**config.mk**
```make
export PLATFORM = sky130hd
export DESIGN_NAME = ifetch_line_buf
export DESIGN_NICKNAME = d
export VERILOG_FILES = /design/src/rtl/ifb_pkg.sv /design/src/rtl/ifb_region_decode.sv /design/src/rtl/ifb_word_pick.sv /design/src/rtl/ifb_line_store.sv /design/src/rtl/ifetch_line_buf.sv
export SDC_FILE = /design/constraint.sdc
export NUM_CORES = 1
export LEC_CHECK = 0
export ABC_AREA = 0
export BUFFER_PORTS_ARGS = -buffer_cell sky130_fd_sc_hd__buf_2
export CAP_MARGIN = 25
export CORE_AREA = 2 2 148 150
export CTS_BUF_LIST = sky130_fd_sc_hd__clkbuf_4 sky130_fd_sc_hd__clkbuf_8
export DETAILED_ROUTE_END_ITERATION = 16
export DIE_AREA = 0 0 150 152
export PLACE_DENSITY = 0.81
export SYNTH_ARGS = -nofsm -noshare
export SYNTH_HDL_FRONTEND = slang
export SYNTH_SLANG_ARGS = --single-unit
```
**constraint.sdc**
```tcl
create_clock -name clk -period 2.2 [get_ports clk]
set_input_delay 0.33 -clock clk [delete_from_list [all_inputs] [get_ports clk]]
set_output_delay 0.33 -clock clk [all_outputs]
set_load 0.03 [all_outputs]
```
**src/rtl/ifb_pkg.sv**
```systemverilog
package ifb_pkg;

    typedef enum logic [1:0] {
        IFB_IDLE = 2'd0,
        IFB_SRAM = 2'd1,
        IFB_MEM  = 2'd2
    } ifb_state_e;

    typedef struct packed {
        ifb_state_e state;
    } ifb_ctl_s;

endpackage

```
**src/rtl/ifb_region_decode.sv**
```systemverilog
module ifb_region_decode #(
    parameter int ADDR_W   = 32,
    parameter int LOW_BITS = 16
) (
    input  logic [ADDR_W-1:LOW_BITS] upper_addr,
    output logic                     is_low
);
    assign is_low = (upper_addr == '0);
endmodule

```
**src/rtl/ifb_word_pick.sv**
```systemverilog
module ifb_word_pick #(
    parameter int DATA_W = 32,
    parameter int WORDS  = 4,
    localparam int SEL_W  = $clog2(WORDS),
    localparam int LINE_W = DATA_W * WORDS
) (
    input  logic [LINE_W-1:0] line,
    input  logic [SEL_W-1:0]  sel,
    output logic [DATA_W-1:0] word
);
    logic [DATA_W-1:0] slots [WORDS];

    for (genvar gi = 0; gi < WORDS; gi++) begin : g_slot
        assign slots[gi] = line[gi*DATA_W +: DATA_W];
    end

    assign word = slots[sel];
endmodule

```
**src/rtl/ifb_line_store.sv**
```systemverilog
module ifb_line_store #(
    parameter int DATA_W = 32,
    parameter int WORDS  = 4,
    parameter int TAG_W  = 28,
    localparam int SEL_W  = $clog2(WORDS),
    localparam int LINE_W = DATA_W * WORDS
) (
    input  logic              clk,
    input  logic              rst_n,
    input  logic              load,
    input  logic              inv,
    input  logic [TAG_W-1:0]  fill_tag,
    input  logic [LINE_W-1:0] fill_line,
    input  logic [TAG_W-1:0]  look_tag,
    input  logic [SEL_W-1:0]  look_sel,
    output logic              hit,
    output logic [DATA_W-1:0] word
);
    typedef struct packed {
        logic              valid;
        logic [TAG_W-1:0]  tag;
        logic [LINE_W-1:0] data;
    } line_s;

    line_s line_d, line_q;

    always_comb begin
        line_d = line_q;
        if (inv) begin
            line_d.valid = 1'b0;
        end
        if (load) begin
            line_d.valid = 1'b1;
            line_d.tag   = fill_tag;
            line_d.data  = fill_line;
        end
    end

    always_ff @(posedge clk) begin
        if (!rst_n) begin
            line_q <= '0;
        end else begin
            line_q <= line_d;
        end
    end

    assign hit = line_q.valid && (line_q.tag == look_tag);

    ifb_word_pick #(.DATA_W(DATA_W), .WORDS(WORDS)) u_pick (
        .line (line_q.data),
        .sel  (look_sel),
        .word (word)
    );
endmodule

```
**src/rtl/ifetch_line_buf.sv**
```systemverilog
module ifetch_line_buf
    import ifb_pkg::*;
#(
    parameter int ADDR_W   = 32,
    parameter int DATA_W   = 32,
    parameter int WORDS    = 4,
    parameter int LOW_BITS = 16,
    localparam int BYTE_W  = $clog2(DATA_W / 8),
    localparam int SEL_W   = $clog2(WORDS),
    localparam int OFF_W   = BYTE_W + SEL_W,
    localparam int TAG_W   = ADDR_W - OFF_W,
    localparam int LINE_W  = DATA_W * WORDS,
    localparam int SRAM_AW = LOW_BITS - BYTE_W
) (
    input  logic               clk,
    input  logic               rst_n,
    input  logic [ADDR_W-1:0]  cpu_addr,
    input  logic               cpu_rd,
    input  logic               cpu_wr,
    input  logic               cpu_ifetch,
    input  logic [DATA_W-1:0]  cpu_wdata,
    output logic [DATA_W-1:0]  cpu_rdata,
    output logic               cpu_ready,
    output logic               sram_en,
    output logic               sram_we,
    output logic [SRAM_AW-1:0] sram_addr,
    output logic [DATA_W-1:0]  sram_wdata,
    input  logic [DATA_W-1:0]  sram_rdata,
    output logic               mem_req,
    output logic               mem_we,
    output logic [ADDR_W-1:0]  mem_addr,
    output logic [SEL_W-1:0]   mem_wsel,
    output logic [DATA_W-1:0]  mem_wdata,
    input  logic               mem_ack,
    input  logic [LINE_W-1:0]  mem_rline
);
    ifb_ctl_s ctl_d, ctl_q;

    logic              is_low;
    logic              line_hit;
    logic [DATA_W-1:0] line_word;
    logic [DATA_W-1:0] bus_word;
    logic              fill_load;
    logic              line_inv;
    logic [TAG_W-1:0]  req_tag;
    logic [SEL_W-1:0]  req_sel;
    logic              cpu_req;
    logic              unused_lsb;

    assign req_tag    = cpu_addr[ADDR_W-1:OFF_W];
    assign req_sel    = cpu_addr[OFF_W-1:BYTE_W];
    assign cpu_req    = cpu_rd || cpu_wr;
    assign unused_lsb = ^cpu_addr[BYTE_W-1:0];

    ifb_region_decode #(.ADDR_W(ADDR_W), .LOW_BITS(LOW_BITS)) u_region (
        .upper_addr (cpu_addr[ADDR_W-1:LOW_BITS]),
        .is_low     (is_low)
    );

    ifb_line_store #(.DATA_W(DATA_W), .WORDS(WORDS), .TAG_W(TAG_W)) u_line (
        .clk       (clk),
        .rst_n     (rst_n),
        .load      (fill_load),
        .inv       (line_inv),
        .fill_tag  (req_tag),
        .fill_line (mem_rline),
        .look_tag  (req_tag),
        .look_sel  (req_sel),
        .hit       (line_hit),
        .word      (line_word)
    );

    ifb_word_pick #(.DATA_W(DATA_W), .WORDS(WORDS)) u_bus_pick (
        .line (mem_rline),
        .sel  (req_sel),
        .word (bus_word)
    );

    // Static request fields: the processor holds them until ready.
    assign sram_addr  = cpu_addr[LOW_BITS-1:BYTE_W];
    assign sram_wdata = cpu_wdata;
    assign mem_addr   = {req_tag, {OFF_W{1'b0}}};
    assign mem_wsel   = req_sel;
    assign mem_wdata  = cpu_wdata;
    assign mem_req    = (ctl_q.state == IFB_MEM);
    assign mem_we     = (ctl_q.state == IFB_MEM) && cpu_wr;

    always_comb begin
        ctl_d     = ctl_q;
        cpu_ready = 1'b0;
        cpu_rdata = '0;
        sram_en   = 1'b0;
        sram_we   = 1'b0;
        fill_load = 1'b0;
        line_inv  = 1'b0;
        unique case (ctl_q.state)
            IFB_IDLE: begin
                if (cpu_req) begin
                    if (is_low) begin
                        sram_en     = 1'b1;
                        sram_we     = cpu_wr;
                        ctl_d.state = IFB_SRAM;
                    end else if (cpu_rd && cpu_ifetch && line_hit) begin
                        cpu_ready = 1'b1;
                        cpu_rdata = line_word;
                    end else begin
                        line_inv    = cpu_wr && line_hit;
                        ctl_d.state = IFB_MEM;
                    end
                end
            end
            IFB_SRAM: begin
                cpu_ready   = 1'b1;
                cpu_rdata   = cpu_rd ? sram_rdata : '0;
                ctl_d.state = IFB_IDLE;
            end
            IFB_MEM: begin
                if (mem_ack) begin
                    cpu_ready   = 1'b1;
                    cpu_rdata   = cpu_rd ? bus_word : '0;
                    fill_load   = cpu_rd && cpu_ifetch;
                    ctl_d.state = IFB_IDLE;
                end
            end
            default: ctl_d.state = IFB_IDLE;
        endcase
    end

    always_ff @(posedge clk) begin
        if (!rst_n) begin
            ctl_q <= '{state: IFB_IDLE};
        end else begin
            ctl_q <= ctl_d;
        end
    end
endmodule

```
==> summary.md <==
| Metric | Value |
|---|---|
| Status | `complete, but fails checks` |
| Failing checks | `negative setup slack` |
| Final setup viols | `33` |
| Final Hold Viols | `0` |
| Die W | `around 150 um` |
| Post-Syn Area | `between 9000 and 10,000 um^2` |
| Fin area | `11,300 um^2` |
| M1 GR Usage | `0.230` |
| PwrDens | `between 500 and 600 nW/um^2` |
| Mapped Cells | `1,044` |
| Worst setup slack after layout | `-0.459 ns` |
| MaxCap Viol Count | `0` |
| Initial antenna violation count | `3` |
| Clk Latency, worst-skew pair | `0.45 ns` |
| Final Cycle Share | `1.21` |
| Routed WL | `27,200 um` |
| Max Buffers Root-to-Sink | `2` |
| Wire per inst | `about 18 um` |
| Crit Path Class | `flip-flop to output port` |
| GPL Wtd Cong | `0.815` |
| Post-DRT Antenna Nets | `0` |
| Yosys cell types | `29` |
| Dpl cell area | `roughly 10,000 um^2` |
| Chip Height | `approximately 150 um` |
| Num Clock Sinks | `159` |
| Root buf cell | `clkbuf_8` |
| Synthesized area per cell | `8.86 um^2` |
| Cells along the critical path | `xnor2_2 -> nand4_1 -> nor4_2 -> buf_4 -> nand4_1 -> buf_6 -> clkbuf_16 -> o21ai_2 -> buf_6` |
| Die area | `22,800 um^2` |
| Max stage delay on crit path | `0.34 ns` |
| Vias/cell | `roughly 5.4` |
| Synth-to-layout area growth | `22.4%` |
| Startpoint types | `flip-flop` |
| LEAKAGE | `4.27 nW` |
| Critical Path RT | `1.87 ns` |
| Hold buffer count at CTS | `0` |
| Sum of negative setup slack | `-13.80 ns` |
| Nets | `~1,400` |
| Via count | `8,025` |
| Max-slew violation count | `0` |
| Met2 Usage GRT | `0.411` |
| H-tree levels | `4` |
| Worst VDD drop | `0.388 mV` |
| Top Ports | `379` |
| Total power | `0.00635 W` |
| Hold Worst Slack | `~0.12 ns` |
| Share of post-route cells with drive strength above 1 | `0.389` |
| #FFs+latches synth | `159` |
| Reg clk slew, reported paths | `0.10 ns` |
| Final Skew | `0.0139 ns` |
| Multi-input gate area | `~5000 um^2` |
| CTS Buf Count | `17` |
| Drc violations | `0` |
| Final HPWL DP | `a little under 20,000 um` |
| Met3 Use GR | `0.0655` |
| Total grt overflow | `0` |
| Most frequent cells in the layout | `313 x nand2_1, 240 x buf_2, 150 x dfxtp_1` |
| CTS tree | `yes` |
| Leading cell type in the layout, fill and taps excluded | `nand2_1` |
| Worst hold path class | `input pin to flip-flop` |
| Reg area | `3190 um^2` |
| Slowest cell on crit path | `dfxtp_2` |
| Ys Warns | `0` |
| Drt pass-1 iters | `5` |
| Fin crit period | `2.66 ns` |
| Largest net degree at the start of global routing | `66` |
| I/O Buffers | `276` |
| Core area | `about 21,000 um^2` |
| First-pass GRT wire length | `between 40,000 and 50,000 um` |
| CP endpoint kind | `output port` |
| Critical Path Fanout Max | `6` |
| Critical Path AT | `2.33 ns` |
| GRT Max-Usage Layer | `met2` |
| Number of global-route vias before repair | `approximately 8,100` |
| Filler Cells Inserted | `between 1,500 and 2,000` |
| RSZ-0062 raised after global routing | `true` |
| All-Layer GR Usage | `0.225` |
| Row cnt | `54` |
| Post-synthesis sequential area ratio | `0.344` |
| Max Clock Freq | `0.376 GHz` |
| Initial drt markers | `453` |
| Initial Util | `0.433` |
-- synth_stat cells, drive strengths merged --
master,n,area (um^2)
nor2,5,18.8
mux4,64,1440
nor4,7,43.8
nor4bb,1,10.0
and2,4,25.0
dfxtp,159,3180
nand4,8,50.1
nor2b,3,26.3
and3,2,12.5
clkbuf,43,164
xnor2,24,210
a22oi,32,240
buf,146,1120
nand3,1,5.00
o21ai,32,160
and4,1,8.76
xor2,4,35.0
o211a,1,10.0
a21boi,156,1170
a21oi,3,15.0
nand2,315,1180
inv,32,120
conb,1,3.75
-- power breakdown --
group          switching (W)  total [W]  internal [W]
clock network        0.00118    0.00236       0.00117
logic               0.000544    0.00104      0.000498
registers          0.0000276    0.00295       0.00292
total                0.00175    0.00635       0.00460
-- logic make-up after synthesis --
kind of cell    count (synthesis)  share of synthesized area
compound gates                224                      0.173
xor+xnor                       28                     0.0265
buf+inv                       221                      0.151
flops                         159                      0.344
mux                            64                      0.156
other cells                     1                   0.000405
simple gates                  347                      0.149
-- final timing paths --
path	startpoint	endpoint	slack [ns]	depth (start not counted)
hold / removal	mem_rline[118]	u_line.line_q[118]	0.12	3
setup reg to reg	ctl_q[1]	u_line.line_q[94]	0.29	7
setup / recovery	u_line.line_q[154]	cpu_rdata[27]	-0.46	9
hold reg to reg	u_line.line_q[35]	u_line.line_q[35]	0.45	2
-- state kept, by name (all words and copies together), names as in the netlist --
signal	cells
ctl_q	2
u_line.line_q	157
-- critical path: cells and delay by family, from the launching register on --
family | cells | cell delay [ns]
buf+inv | 4 | 0.68
compound gates | 1 | 0.16
simple gates | 3 | 0.58
flops | 1 | 0.34
xor+xnor | 1 | 0.13
-- through the flow --
step | util | instances | worst slack, ns
3_3_place_gp | 0.481 | 1461 | -0.206
6_report | 0.531 | 1500 | -0.459
5_1_grt | 0.530 | 1499 | -0.607
4_1_cts | 0.518 | 1495 | -0.420
2_1_floorplan | - | 1047 | -0.146
3_5_place_dp | 0.481 | 1461 | -0.288
-- cell type report --
| cell class | instances | share of cell area |
|---|---|---|
| multi-input combinational | 667 | 0.442 |
| clock buffer | 18 | 0.0219 |
| timing repair buffer | 327 | 0.196 |
| clock inverter | 14 | 0.0159 |
| sequential | 159 | 0.282 |
| inverter | 32 | 0.0106 |
| tap | 280 | 0.0309 |
| antenna | 3 | 0.000663 |
-- metal layers --
metal / routed length, um / up-vias / share of wire
met3: 1780 / 67 / 0.066
met1: 9850 / 3882 / 0.36
met2: 14400 / 327 / 0.53
li1: - / 3749 / -
met4: 1100 / 0 / 0.040
met5: 0 / - / 0
-- timing repair --
action,4_1_cts,5_1_grt
pin swaps,11,28
gates resized for setup,131,40
endpoints found under the setup margin,33,34
cloned,1,2
setup buffers,1,0
Power figures use the tool's default switching activity.
